$ cat src/rtl/pq_pkg.sv
package pq_pkg;
  localparam int unsigned BYTE_W = 8;
  localparam logic [BYTE_W-1:0] GF_POLY = 8'h1D;

  // GF(2^8) multiply by the generator element 2.
  function automatic logic [BYTE_W-1:0] gf_dbl(input logic [BYTE_W-1:0] b);
    return {b[BYTE_W-2:0], 1'b0} ^ (b[BYTE_W-1] ? GF_POLY : '0);
  endfunction
endpackage

$ cat src/rtl/pq_lane.sv
// One byte lane of the dual-parity datapath: next P and Q values.
module pq_lane
  import pq_pkg::*;
(
  input  logic              first,
  input  logic [BYTE_W-1:0] d,
  input  logic [BYTE_W-1:0] p_acc,
  input  logic [BYTE_W-1:0] q_acc,
  output logic [BYTE_W-1:0] p_nxt,
  output logic [BYTE_W-1:0] q_nxt
);
  always_comb begin
    if (first) begin
      p_nxt = d;
      q_nxt = d;
    end else begin
      p_nxt = p_acc ^ d;
      q_nxt = gf_dbl(q_acc) ^ d;
    end
  end
endmodule

$ cat src/rtl/pq_disk_seq.sv
// Tracks the disk index of the next expected beat in a stripe.
module pq_disk_seq #(
  parameter int unsigned DISK_W = 8
) (
  input  logic              clk,
  input  logic              rst_n,
  input  logic              accept,
  input  logic [DISK_W-1:0] disks,
  output logic              first,
  output logic              last
);
  logic              active_q, active_d;
  logic [DISK_W-1:0] idx_q, idx_d;

  assign first = !active_q;
  assign last  = active_q && (idx_q == '0);

  always_comb begin
    active_d = active_q;
    idx_d    = idx_q;
    if (accept) begin
      if (first) begin
        active_d = 1'b1;
        idx_d    = disks - DISK_W'(4);
      end else if (last) begin
        active_d = 1'b0;
      end else begin
        idx_d = idx_q - DISK_W'(1);
      end
    end
  end

  always_ff @(posedge clk or negedge rst_n) begin
    if (!rst_n) begin
      active_q <= 1'b0;
      idx_q    <= '0;
    end else if (accept) begin
      active_q <= active_d;
      idx_q    <= idx_d;
    end
  end
endmodule

$ cat src/rtl/pq_syndrome_gen.sv
module pq_syndrome_gen
  import pq_pkg::*;
#(
  parameter int unsigned LANES  = 64,
  parameter int unsigned DISK_W = 8
) (
  input  logic                      clk,
  input  logic                      rst_n,
  input  logic                      in_valid,
  output logic                      in_ready,
  input  logic [LANES*BYTE_W-1:0]   in_data,
  input  logic [DISK_W-1:0]         in_disks,
  output logic                      out_valid,
  output logic [LANES*BYTE_W-1:0]   out_p,
  output logic [LANES*BYTE_W-1:0]   out_q
);
  localparam int unsigned VEC_W = LANES * BYTE_W;

  logic             accept, first, last;
  logic [VEC_W-1:0] p_acc_q, q_acc_q, p_acc_d, q_acc_d;
  logic [VEC_W-1:0] p_nxt, q_nxt;
  logic [VEC_W-1:0] out_p_q, out_q_q;
  logic             out_valid_q, out_valid_d;

  assign in_ready = !out_valid_q;
  assign accept   = in_valid && in_ready;

  pq_disk_seq #(.DISK_W(DISK_W)) u_seq (
    .clk    (clk),
    .rst_n  (rst_n),
    .accept (accept),
    .disks  (in_disks),
    .first  (first),
    .last   (last)
  );

  for (genvar k = 0; k < LANES; k++) begin : g_lane
    pq_lane u_lane (
      .first (first),
      .d     (in_data[k*BYTE_W +: BYTE_W]),
      .p_acc (p_acc_q[k*BYTE_W +: BYTE_W]),
      .q_acc (q_acc_q[k*BYTE_W +: BYTE_W]),
      .p_nxt (p_nxt[k*BYTE_W +: BYTE_W]),
      .q_nxt (q_nxt[k*BYTE_W +: BYTE_W])
    );
  end

  // Next-state: accumulators clear on the closing beat.
  always_comb begin
    p_acc_d     = p_acc_q;
    q_acc_d     = q_acc_q;
    out_valid_d = 1'b0;
    if (accept) begin
      if (last) begin
        p_acc_d     = '0;
        q_acc_d     = '0;
        out_valid_d = 1'b1;
      end else begin
        p_acc_d = p_nxt;
        q_acc_d = q_nxt;
      end
    end
  end

  always_ff @(posedge clk or negedge rst_n) begin
    if (!rst_n) begin
      p_acc_q <= '0;
      q_acc_q <= '0;
    end else if (accept) begin
      p_acc_q <= p_acc_d;
      q_acc_q <= q_acc_d;
    end
  end

  always_ff @(posedge clk or negedge rst_n) begin
    if (!rst_n) begin
      out_p_q <= '0;
      out_q_q <= '0;
    end else if (accept && last) begin
      out_p_q <= p_nxt;
      out_q_q <= q_nxt;
    end
  end

  always_ff @(posedge clk or negedge rst_n) begin
    if (!rst_n) out_valid_q <= 1'b0;
    else        out_valid_q <= out_valid_d;
  end

  assign out_valid = out_valid_q;
  assign out_p     = out_p_q;
  assign out_q     = out_q_q;
endmodule

$ cat config.mk
export PLATFORM = sky130hd
export DESIGN_NAME = pq_syndrome_gen
export DESIGN_NICKNAME = d
export VERILOG_FILES = /design/src/rtl/pq_pkg.sv /design/src/rtl/pq_lane.sv /design/src/rtl/pq_disk_seq.sv /design/src/rtl/pq_syndrome_gen.sv
export SDC_FILE = /design/constraint.sdc
export NUM_CORES = 2
export LEC_CHECK = 0
export CAP_MARGIN = 0
export CORE_AREA = 10 10 587 589
export DETAILED_ROUTE_END_ITERATION = 12
export DIE_AREA = 0 0 597 599
export PLACE_DENSITY = 0.43
export SETUP_SLACK_MARGIN = 0.5
export SLEW_MARGIN = 20
export SYNTH_ARGS = -nofsm -noshare
export SYNTH_HDL_FRONTEND = slang
export SYNTH_SLANG_ARGS = --single-unit
$ cat constraint.sdc
create_clock -name clk -period 4.3 [get_ports clk]
set_input_delay 0.86 -clock clk [delete_from_list [all_inputs] [get_ports clk]]
set_output_delay 0.86 -clock clk [all_outputs]
set_load 0.02 [all_outputs]
# Word level (Yosys, flattened, before mapping)
# Index checks and enable logic that the tools add are counted.
# totals
ff_bits	2058
input_bits	523
out_inout_bits	1026
ram_bits	0
word_cells	408
latchBits	0
mem_count	0
romBits	0
# op_classes
bitwise_logic	192
n_lt_le_gt_ge	0
n_mul	0
muxes	200
add_sub_neg	2
n_reduce_logical	6
shifts	0
n_div	0
n_eq_ne	1
# ops
op	count
$xor A8 B8 Y8	192
$mux W8	130
$mux W512	2
$mux W5	64
$logic_not A8 Y1	1
$sub A8 B1 Y8 const B	1
$sub A8 B3 Y8 const B	1
$mux W1	4
$logic_and A1 B1 Y1	3
$ne A2 B2 Y1 const B	1
$reduce_and A2 Y1	1
$logic_not A1 Y1	1

# Logic depth before layout (Yosys ltp)
# depth
ltp_word	5
mapped_depth	10
mapped_depth_nobuf	6

# Hierarchy
# Synthesis repeated with hierarchy kept, for this count alone.
# hier_totals
hier_cells	7847
hier_area_um2	101148.3
# modules_own_cells
module	cells_per_inst	area_each_um2	seq_area_each_um2	instances
pq_syndrome_gen	5467	83129.7	51274.2	1
pq_lane	36	271.5	0.0	64
pq_disk_seq	76	641.9	225.2	1

# Worst setup path after synthesis
# OpenSTA, ideal clock, no wires.
# synth_timing
path_type	input-to-reg
startpoint	in in_valid
endpoint	reg out_q_q[14], in the netlist out_q[14]
t_required_ns	4.170
n_path_buf	5
path_stages	9
path_slack_ns	2.150
arrival_ns	2.020
setup_time_ns	0.130
path_cell_list	nor2b_1 clkbuf_1 nand3_2 buf_4 buf_6 buf_2 buf_2 nand2_1 o21ai_1
# synth_via
elab_chain_len	2
# synth_rtl
item	line	rtl
from (decl)	pq_syndrome_gen.sv:9	input logic in_valid,
$logic_and A1 B1 Y1	pq_syndrome_gen.sv:26	assign accept = in_valid && in_ready;
$logic_and A1 B1 Y1	pq_syndrome_gen.sv:79	end else if (accept && last) begin
to (signal assigned)	pq_syndrome_gen.sv:81	out_q_q <= q_nxt;
to (decl)	pq_syndrome_gen.sv:22	logic [VEC_W-1:0] out_p_q, out_q_q;
# Every way passes these cells.
# A chain may end at the register's enable or synchronous reset.

# Final worst setup path
# layout_timing
startpoint	reg out_valid_q, in the netlist out_valid
endpoint	out out_valid
# layout_lines
item	line	rtl
from (decl)	pq_syndrome_gen.sv:23	logic out_valid_q, out_valid_d;
from (signal assigned)	pq_syndrome_gen.sv:87	else out_valid_q <= out_valid_d;
to (decl)	pq_syndrome_gen.sv:13	output logic out_valid,
# No word-level cell between the ends.

==> impl_metrics.ini <==
[yosys]
ys_warn_count = 0
avgSynthCellArea_sq_um = 9.56
synth_ff_type = dfrtp_1
synth.ff_latch_count = 2058
synth_xor_area_share_pct = 12.4
synthTopCellsByArea = dfrtp_1, nand2_1, xor2_1
ys_types = 41
synth_fp_nets = 9693
yosysTopAreaCell = dfrtp_1
synth_top_family_by_area = simple AND/OR/NAND/NOR gates
synth.most_common_cell = nand2_1
synth-simple-area-share_pct = 13.5
synthArstFlopShare_pct = 100
synth_mux_area_share_pct = 0.0343
ys_seq_area_share_pct = 58.8
synth_compound_area_share_pct = 12.0
netlist_area_sq_um = 87600
synthCells = 9167
synth_fa_ha_area_share_pct = 0.0428
yosysTopAreaCellShare_pct = 58.8
synth_edf_count = 0
synth_common_cells = nand2_1, dfrtp_1, o21ai_0, o21ai_1, xor2_1

[die]
num_rows = 212
fp.dieH_um = 599
die_area_sq_um = 358000
io-pin-count = 1549
core_sq_um = 333000
die_x_um = 597
initial_core_util_pct = 26.3

[worst_setup_path]
startpoint_type = register
crit_chain = clkdlybuf4s50_1
cp_data_arrival_time_ns = 2.21
worstRegToRegCells = 5
r2r_end = out_q[5]
ff2ff_setup_slack_ns = 1.41
cpMaxStageDelayCell = clkdlybuf4s50_1
crit_type = reg -> out
rr_startpoint = u_seq.active_q
critical-path-top-delay-family = buffers and inverters
path_max_fanout = 4
crit_required_ns = 3.44
slowest_delay_ns = 0.85
critPathCaptureType = primary output
critPathBufInv = 1

[power]
seq_power_share_pct = 42.2
power_density_nw_per_um2 = 510
p_leak_nw = 50.8
p_sw_mw = 18.7
p_int_mw = 40.5
peakVddDrop_mv = 0.347
pwr-share-comb_pct = 22.0
switching_share_pct = 31.6
clockPowerShare_pct = 35.9

[drt]
vias = 69000
wl_per_cell_um = 24.3
drcViolationCount = 0
antenna_left = 0
first_pass_iters = 7
wl_um = 366000
first_iter_violations = 4279
via_per_inst = 4.57

[sta]
hold_violations = 0
setup_viol = 0
fmaxAchievable_mhz = 326
min_period_ns = 3.07
whs_ns = 0.475
slew_violations = 0
fin_ws_ns = 1.23
worst_pin_slew_ns = 1.22
fin_crit_sh_pct = 71.4
slew_headroom_pct = 19.0
rsz0062_at_grt = false
tns_ns = 0
skew_ns = 0.0657

[clocking]
cts.sink_count = 2058
cts_tree = yes
cts_setup_buffers = 0
clk_latency_ns = 0.91
cts_buffers = 241
root_buffer = clkbuf_16
ctsHtreeMaxLevel = 4
cts_buffer_depth = 4
clk_pin_slew_ns = 0.06

[worst_hold_path]
holdPathEnd = p_acc_q[417]
hold_class = reg -> reg
whs_path_depth = 2
min_from = p_acc_q[417]

[finish]
syn2layout_area_growth_pct = 32.5
drive_above_1_share_pct = 5.20
nets = 11000

[placement]
gp_congestion = 0.855
io_buffers = 1548
dpl.hpwl_um = 270000
pre_cts_ws_ns = 1.01

[grt]
antenna_found_initial = 105
grt_pass1_vias = 69900
grt_usage_pct = 19.6
grt_max_degree = 185
grt_pass1_wl_um = 524000
globalRouteOverflowTotal = 0

[run_status]
outcome = finished clean

[job]
max_cap_viol_count = 0
flip-flops by register name, indices dropped and copies added, names as in the netlist:
signal / cells
out_p: 512
out_q: 512
p_acc_q: 512
q_acc_q: 512
u_seq.idx_q: 8
out_valid: 1
u_seq.active_q: 1
what timing repair did:
action / in CTS / in global routing
gates resized for setup: 0 / 0
endpoints found under the hold margin: 25 / 0
hold buffers: 1 / 0
worst reg2reg max path: stages (launching register included):
cell and delay [ns]:
dfrtp_4 0.79, buf_4 0.48, buf_4 0.61, nand2_1 0.17, xor2_1 0.52, o21ai_0 0.19
power by group through the flow:
stage | Clock [mW] | Combinational, mW | Sequential, mW
floorplan | 0 | 8.72 | 24.7
CTS | 21.9 | 13.2 | 25.0
detailed placement | 0 | 13.2 | 25.3
global placement | 0 | 12.9 | 25.2
global route | 22.6 | 14.7 | 25.4
finish | 21.2 | 13.0 | 25.0
metal layers:
layer,part of all wire (%),wire length (um),GRT usage [%]
met1,42,153000,24.6
met2,48,176000,32.9
met3,6.8,25000,5.33
met4,3.3,12100,6.19
met5,0.095,349,0
per-stage QoR:
step                power (mW)  utilization [%]  cell area (sq um)  std cells
floorplan                 33.4                -              87600       9167
global route              62.7             34.9             116000      15100
CTS                       60.1             34.9             116000      15100
global placement          38.1             32.4             108000      14600
detailed placement        38.5             32.4             108000      14600
finish                    59.2             34.9             116000      15100
how the worst max path moves through the flow:
stage	from	endpoint	slack, ns	depth (start not counted)
after floorplan	in_valid	out_q[14]	2.15	9
after global placement	in_valid	out_p[318]	1.04	7
after detailed placement	in_valid	out_p[319]	1.01	6
after CTS	out_q[141]	out_q[141]	1.05	1
after global routing	out_valid	out_valid	1.07	1
final	out_valid	out_valid	1.23	1
cell families after synthesis:
family,Yosys count
fa+ha+maj,3
xor+xnor,1240
mux,3
simple gates,3127
compound gates,2088
flops,2058
buf+inv,648
cell usage in the layout (no fill, tap or decap), drive strengths merged, types with 2 or more instances in the layout:
cell type and n:
ha 3, nand2 2909, mux2i 3, nor3b 2
nor4 3, nand4 2, nor2 197, xor2 856
clkbuf 366, a21oi 4, nor2b 3, clkinvlp 5
clkinv 48, a22o 20, nand3 2, diode 33
buf 152, bufinv 13, dfrtp 2058, nor3 4
inv 12, o21ai 2055, clkdlybuf4s50 1547, xnor2 384
layout make-up:
cell class | instances | area, sq um
clock buffer | 366 | 7350
tap | 4387 | 5490
antenna | 33 | 82.6
inverter | 7 | 33.8
multi-input combinational | 6461 | 33300
sequential | 2058 | 51500
timing repair buffer | 1700 | 17500
fill | 33800 | 217000
clock inverter | 71 | 823
No activity file was read; power rests on OpenSTA's default activity.
